===== src/rtl/fb_event_counter.sv =====
`timescale 1ns/1ps
module fb_event_counter #(
  parameter int CNT_W = 48,
  parameter int OCC_W = 5,
  parameter logic [7:0] EVENT_SEL = 8'h48
) (
  input  logic             clk,
  input  logic             rst_n,
  input  logic             wr_en,
  input  logic [1:0]       wr_addr,
  input  logic [CNT_W-1:0] wr_data,
  input  logic [1:0]       rd_addr,
  output logic [CNT_W-1:0] rd_data,
  input  logic [OCC_W-1:0] miss_pend,
  input  logic [OCC_W-1:0] fb_block,
  input  logic [OCC_W-1:0] fb_alloc
);
  localparam int SUM_W = OCC_W + 2;
  localparam int CMP_W = (SUM_W > 8) ? SUM_W : 8;

  logic [CNT_W-1:0] ctrl_q, cnt_q;
  logic             ovf_q;

  wire [7:0] ev_sel  = ctrl_q[7:0];
  wire [7:0] sub_msk = ctrl_q[15:8];
  wire [7:0] thresh  = ctrl_q[23:16];
  wire       cnt_en  = ctrl_q[24];

  wire wr_ctrl = wr_en && (wr_addr == 2'd0);
  wire wr_cnt  = wr_en && (wr_addr == 2'd1);
  wire clr_ovf = wr_en && (wr_addr == 2'd2) && wr_data[0];

  wire [SUM_W-1:0] sel_sum =
      (sub_msk[0] ? SUM_W'(miss_pend) : '0) +
      (sub_msk[1] ? SUM_W'(fb_block)  : '0) +
      (sub_msk[2] ? SUM_W'(fb_alloc)  : '0);

  wire             active  = cnt_en && (ev_sel == EVENT_SEL);
  wire             hit     = CMP_W'(sel_sum) >= CMP_W'(thresh);
  wire [SUM_W-1:0] step    = !active ? '0 :
                             (thresh == 8'd0) ? sel_sum : SUM_W'(hit);
  wire [CNT_W:0]   next    = {1'b0, cnt_q} + (CNT_W+1)'(step);

  always_ff @(posedge clk) begin
    if (!rst_n) begin
      ctrl_q <= '0;
      cnt_q  <= '0;
      ovf_q  <= 1'b0;
    end else begin
      if (wr_ctrl) ctrl_q <= wr_data;
      if (wr_cnt)  cnt_q  <= wr_data;
      else         cnt_q  <= next[CNT_W-1:0];
      if (!wr_cnt && next[CNT_W]) ovf_q <= 1'b1;
      else if (clr_ovf)           ovf_q <= 1'b0;
    end
  end

  always_comb begin
    case (rd_addr)
      2'd0:    rd_data = ctrl_q;
      2'd1:    rd_data = cnt_q;
      2'd2:    rd_data = {{(CNT_W-1){1'b0}}, ovf_q};
      default: rd_data = '0;
    endcase
  end
endmodule


===== config.mk =====
export PLATFORM = sky130hd
export DESIGN_NAME = fb_event_counter
export DESIGN_NICKNAME = d
export VERILOG_FILES = /design/src/rtl/fb_event_counter.sv
export SDC_FILE = /design/constraint.sdc
export NUM_CORES = 1
export LEC_CHECK = 0
export ABC_CLOCK_PERIOD_IN_PS = 5100
export BUFFER_PORTS_ARGS = -buffer_cell sky130_fd_sc_hd__buf_2
export CAP_MARGIN = 20
export CELL_PAD_IN_SITES_DETAIL_PLACEMENT = 2
export CELL_PAD_IN_SITES_GLOBAL_PLACEMENT = 2
export CORE_MARGIN = 8
export CORE_UTILIZATION = 28
export DETAILED_ROUTE_END_ITERATION = 10
export PLACE_DENSITY = 0.74
export SYNTH_ARGS = -nofsm -noshare
export SYNTH_HDL_FRONTEND = slang
export SYNTH_SLANG_ARGS = --single-unit

===== constraint.sdc =====
create_clock -name clk -period 5.1 [get_ports clk]
set_input_delay 1.02 -clock clk [delete_from_list [all_inputs] [get_ports clk]]
set_output_delay 1.02 -clock clk [all_outputs]
set_load 0.01 [all_outputs]

== After elaboration in Yosys (flattened, before gate mapping) ==
Cells that the tools add are included.

* Register bits after elaboration: 97
* Latch bits: 0
* RAM bits: 0
* Memory bits (read-only): 0
* Bits of input ports: 70
* Output and inout port bits: 48
* Word-level logic and storage cells: 32
* Memories kept: 0

* $add $sub $neg: 3
* Multipliers: 0
* Divide/modulo/power cells: 0
* $lt $le $gt $ge: 1
* Equal/unequal tests: 5
* Shift operators: 0
* Multiplexer cells: 9
* Bitwise logic cells: 0
* Reductions and logical operators: 11

{| class="wikitable"
|+ Operator list
! kind !! number
|-
| $pmux W48 S3 || 1
|-
| $add A48 B7 Y49 || 1
|-
| $mux W48 || 1
|-
| $mux W5 || 3
|-
| $mux W7 || 2
|-
| $eq A8 B7 Y1 const B || 1
|-
| $ge A7 B8 Y1 || 1
|-
| $logic_not A8 Y1 || 1
|-
| $add A6 B5 Y7 || 1
|-
| $add A5 B5 Y6 || 1
|-
| $logic_and A1 B1 Y1 || 6
|-
| $eq A2 B1 Y1 const B || 2
|-
| $eq A2 B2 Y1 const B || 2
|-
| $logic_not A2 Y1 || 2
|-
| $mux W1 || 2
|-
| $reduce_bool A2 Y1 || 1
|-
| $logic_not A1 Y1 || 1
|}

== Depth between registers and ports, before layout ==
* Depth after elaboration: 9
* Mapped depth: 22
* Gate-level depth less buffers: 21

== Worst setup path after synthesis ==
No wires, ideal clock.

* Path type: in2reg
* Start point: input miss_pend[1]
* End point: register cnt_q[34]
* Setup time: 132 ps
* Data arrival time: 5147 ps
* Data required time: 4968 ps
* Setup slack: -179 ps
* Cell stages on the path: 22
* Buffers on the path: 1
* Cell sequence: nand2_1 fa_1 inv_1 ha_1 fa_1 a21o_1 a21oi_1 xnor2_1 ha_1 a21o_1 a21oi_1 a31oi_1 ha_1 inv_1 fa_1 nand2b_1 a21oi_1 o21ai_0 clkbuf_1 nor4_1 xnor2_1 a21oi_1

* Word-level cells in the longest chain between the ends: 8

{| class="wikitable"
|+ RTL lines
! what !! line !! text
|-
| from (decl) || 14 || <nowiki>input logic [OCC_W-1:0] miss_pend,</nowiki>
|-
| $mux W5 * || 34 || <nowiki>(sub_msk[0] ? SUM_W'(miss_pend) : '0) +</nowiki>
|-
| $add A5 B5 Y6 * || 34 ||
|-
| $add A6 B5 Y7 * || 35 || <nowiki>(sub_msk[1] ? SUM_W'(fb_block) : '0) +</nowiki>
|-
| $ge A7 B8 Y1 || 39 || <nowiki>wire hit = CMP_W'(sel_sum) >= CMP_W'(thresh);</nowiki>
|-
| $mux W7 * || 41 || <nowiki>(thresh == 8'd0) ? sel_sum : SUM_W'(hit);</nowiki>
|-
| $mux W7 * || 40 || <nowiki>wire [SUM_W-1:0] step = !active ? '0 :</nowiki>
|-
| $add A48 B7 Y49 * || 42 || <nowiki>wire [CNT_W:0] next = {1'b0, cnt_q} + (CNT_W+1)'(step);</nowiki>
|-
| $mux W48 * || 51 || <nowiki>if (wr_cnt) cnt_q <= wr_data;</nowiki>
|-
| to (signal assigned) || 51 ||
|-
| to (signal assigned) || 52 || <nowiki>else cnt_q <= next[CNT_W-1:0];</nowiki>
|-
| to (decl) || 21 || <nowiki>logic [CNT_W-1:0] ctrl_q, cnt_q;</nowiki>
|}

Mark *: on every way between the ends. The rest lies on a longest branch, timed or not.
A chain may end at the register's enable or synchronous reset.

== Worst setup path in the final report ==
* Start point: input fb_alloc[1]
* End point: register cnt_q[37]

* Word-level cells in the longest chain between the ends: 7

{| class="wikitable"
|+ RTL lines
! what !! line !! text
|-
| from (decl) || 16 || <nowiki>input logic [OCC_W-1:0] fb_alloc</nowiki>
|-
| $mux W5 * || 36 || <nowiki>(sub_msk[2] ? SUM_W'(fb_alloc) : '0);</nowiki>
|-
| $add A6 B5 Y7 * || 35 ||
|-
| $ge A7 B8 Y1 || 39 ||
|-
| $mux W7 * || 41 ||
|-
| $mux W7 * || 40 ||
|-
| $add A48 B7 Y49 * || 42 ||
|-
| $mux W48 * || 51 ||
|}

Marked as above.

==> flow_summary.yaml <==
status:
  outcome: "finished clean"
floorplanning:
  start_util: 0.283
  die_w_um: 159
  core_um2: 20200
  dieHeight_um: 159
  row_count: 52
  boundaryPins: 118
  die_area_um2: 25200
worst_setup_path:
  cp_max_fo: 6
  endpoint_kind: "flop"
  crit_chain: "buf_6 -> nand2_4 -> fa_1 -> inv_2 -> ha_4 -> fa_2 -> a21o_1 -> a21oi_2 -> xnor2_1 -> ha_1 -> a21o_1 -> a21oi_2 -> a31oi_1 -> ha_2 -> buf_6 -> a211oi_4 -> o311a_4 -> or4_4 -> nor3_4 -> xnor2_1 -> a21oi_1"
  r2r_start: "ctrl_q[10]"
  cp-startpoint: "fb_alloc[1]"
  slowest_delay_ns: 0.62
  rr_worst_depth: 20
  path_class: "input port to flop"
  cp.arrival_ns: 5.23
  required_ns: 5.31
  critPathLaunchType: "input port"
  crit_slowest_cell: "or4_4"
  path_depth: 21
  cp_top_family: "adder cells"
  worst-path-buf-inv: 3
layout:
  drive_above_1_share: 0.227
  area_growth_pct: 24.6
  nNetsFinal: 945
  fin_util: 0.353
  diodes: 0
logic_synthesis:
  syn-num-nets: 835
  synth_area_um2: 5720
  syn_inst: 740
  ys_async_sr_fraction: 0
  synthFlopType: "dfxtp_1"
  ys_warn_count: 0
  synth-seq-cells: 97
  synth-edff-count: 0
  yosys.cell_types.count: 49
  avgSynthCellArea_um2: 7.73
  yosysSeqAreaShare: 0.340
worst_hold_path:
  min_path_cells: 2
  hp-class: "flop to flop"
  hp-start: "ctrl_q[40]"
placed_design:
  port_buffers: 117
  pre_cts_ws_ns: -0.536
  dp_hpwl_mm: 15.7
  gp_congestion: 0.784
cts:
  clock_path_buffers: 2
  cts_tree: "done"
  clkSlewWorstSetupHoldPaths_ns: 0.07
  cts_htree_levels: 3
  cts_buffers: 9
  cts-root-buf: "clkbuf_16"
  cts_hold_buf: 0
  cts_num_sinks: 97
  clkLatencyLatePin_ns: 0.36
sta:
  fin_crit_sh: 0.986
  skew_ns: 0.0114
  hold_violations: 0
  max_freq_mhz: 199
  rsz0062_at_grt: "true"
  min_period_ns: 5.03
  finalSetupViolCount: 0
  slew-limit-headroom: 0.339
  maxSlewViolCount: 0
  tightestPinTransition_ns: 0.991
  setup_slack_ns: 0.0722
routing:
  vias: 5636
  detail-route-antenna-nets: 0
  first_iter_violations: 181
  detail_route.vias_per_cell: 5.01
  wl_met3_um: 515
  met1_length_mm: 9.31
  highest_layer: "met5"
  firstDrtPassIters: 4
  post_drt_wl_per_cell_um: 18.8
  met2_length_mm: 11.2
  drc: 0
  routed_wl_mm: 21.2
power_and_ir_drop:
  peakVddDrop_mv: 0.166
  power_density_nw_per_um2: 239
  leakagePower_uw: 0.00293
global_routing:
  grt_pass1_wl_mm: 34.8
  antenna_found_initial: 1
  grt_pass1_vias: 6426
  overflow: 0
  grt_max_degree: 51
  grt_use_total: 0.168
flow_run:
  max_cap_violations: 0
flip-flops by register name, indices dropped and copies added, names as in the netlist:
register	count
cnt_q	48
ctrl_q	48
ovf_q	1
cell type report:
class,count,area (um^2)
Fill cell,2388,13000
Multi-Input combinational cell,576,3660
Sequential cell,97,1940
Timing Repair Buffer,145,825
Tap cell,270,338
Clock buffer,14,264
Inverter,21,78.8
Clock inverter,2,12.5
logic make-up after synthesis:
kind of cell	Yosys count	synth area share
adders and majority gates	25	0.0639
buffers and inverters	67	0.0466
DFF	97	0.340
muxes	48	0.0840
AOI/OAI and AO/OA	160	0.159
and+or+nand+nor	298	0.238
xor gates and xnor gates	45	0.0689
worst reg2reg max path, cell delays in order (launching register included):
cell	delay [ns]
dfxtp_1	0.47
buf_4	0.18
nand2_1	0.07
fa_1	0.49
inv_1	0.08
ha_1	0.29
a21o_1	0.17
a21oi_2	0.16
nor2b_1	0.07
o21a_1	0.21
ha_4	0.29
o2111ai_1	0.11
a31oi_1	0.24
ha_2	0.23
buf_6	0.11
a211oi_4	0.06
o311a_4	0.40
or4_4	0.62
nor3_4	0.22
xnor2_1	0.14
a21oi_1	0.08
layout by cell type, fill, tap and decap left out, drive strengths merged, types with 2 or more instances in the layout:
cell,synthesis,layout
xnor2,28,28
or2,4,4
a211oi,10,10
xor2,17,17
o21ai,35,35
o211ai,4,4
and4,5,5
and3,3,3
inv,21,21
nor2b,3,3
o21a,4,4
mux2i,48,48
nand2,140,140
and2,9,9
buf,7,145
fa,7,7
o31ai,2,2
nor3,12,12
clkbuf,39,14
nor2,69,69
dfxtp,97,97
a21o,7,7
nor4,12,12
nand4,10,10
nand4b,2,2
nand2b,4,4
nand3,20,20
a21oi,90,90
o2111ai,3,3
ha,18,18
Yosys cell counts, types with 11 or more instances:
master,count,area share
a21oi_1,90,0.079
clkbuf_1,39,0.026
dfxtp_1,97,0.34
ha_1,18,0.039
inv_1,20,0.013
mux2i_1,48,0.084
nand2_1,139,0.091
nand3_1,20,0.018
nor2_1,69,0.045
nor3_1,11,0.0096
nor4_1,11,0.012
o21ai_0,34,0.030
xnor2_1,28,0.043
xor2_1,17,0.026
final timing paths:
check	to	slack, ns
setup reg to reg	cnt_q[37]	0.27
hold reg to reg	ctrl_q[40]	0.46
setup / recovery	cnt_q[37]	0.07
hold / removal	ctrl_q[40]	0.46
power by group:
part | total, uW | switching [uW] | internal (uW)
Sequential | 823 | 35.4 | 787
Clock | 667 | 309 | 358
Combinational | 215 | 127 | 88.1
layer usage:
layer / global-route usage / up-vias
met5: 0 / -
met2: 0.315 / 74
met3: 0.0256 / 15
li1: - / 2753
met1: 0.196 / 2792
met4: 0.0412 / 2
through the flow:
step | TNS, ns | total power, uW | hold WS [ns] | cell area, um^2 | cells
6_report | 0 | 1700 | 0.456 | 7120 | 1125
5_1_grt | -0.946 | 1780 | 0.477 | 7120 | 1125
4_1_cts | 0 | 1720 | 0.457 | 7020 | 1124
3_5_place_dp | -11.32 | 1050 | 0.448 | 6680 | 1107
3_3_place_gp | -5.30 | 1050 | 0.441 | 6680 | 1107
2_1_floorplan | 0 | 953 | 0.432 | 5730 | 740
timing repair:
item,4_1_cts,5_1_grt
gates resized for setup,10,21
setup buffers,1,1
pin swaps,5,20
setup endpoints to repair,8,33
Power figures use the tool's default switching activity.
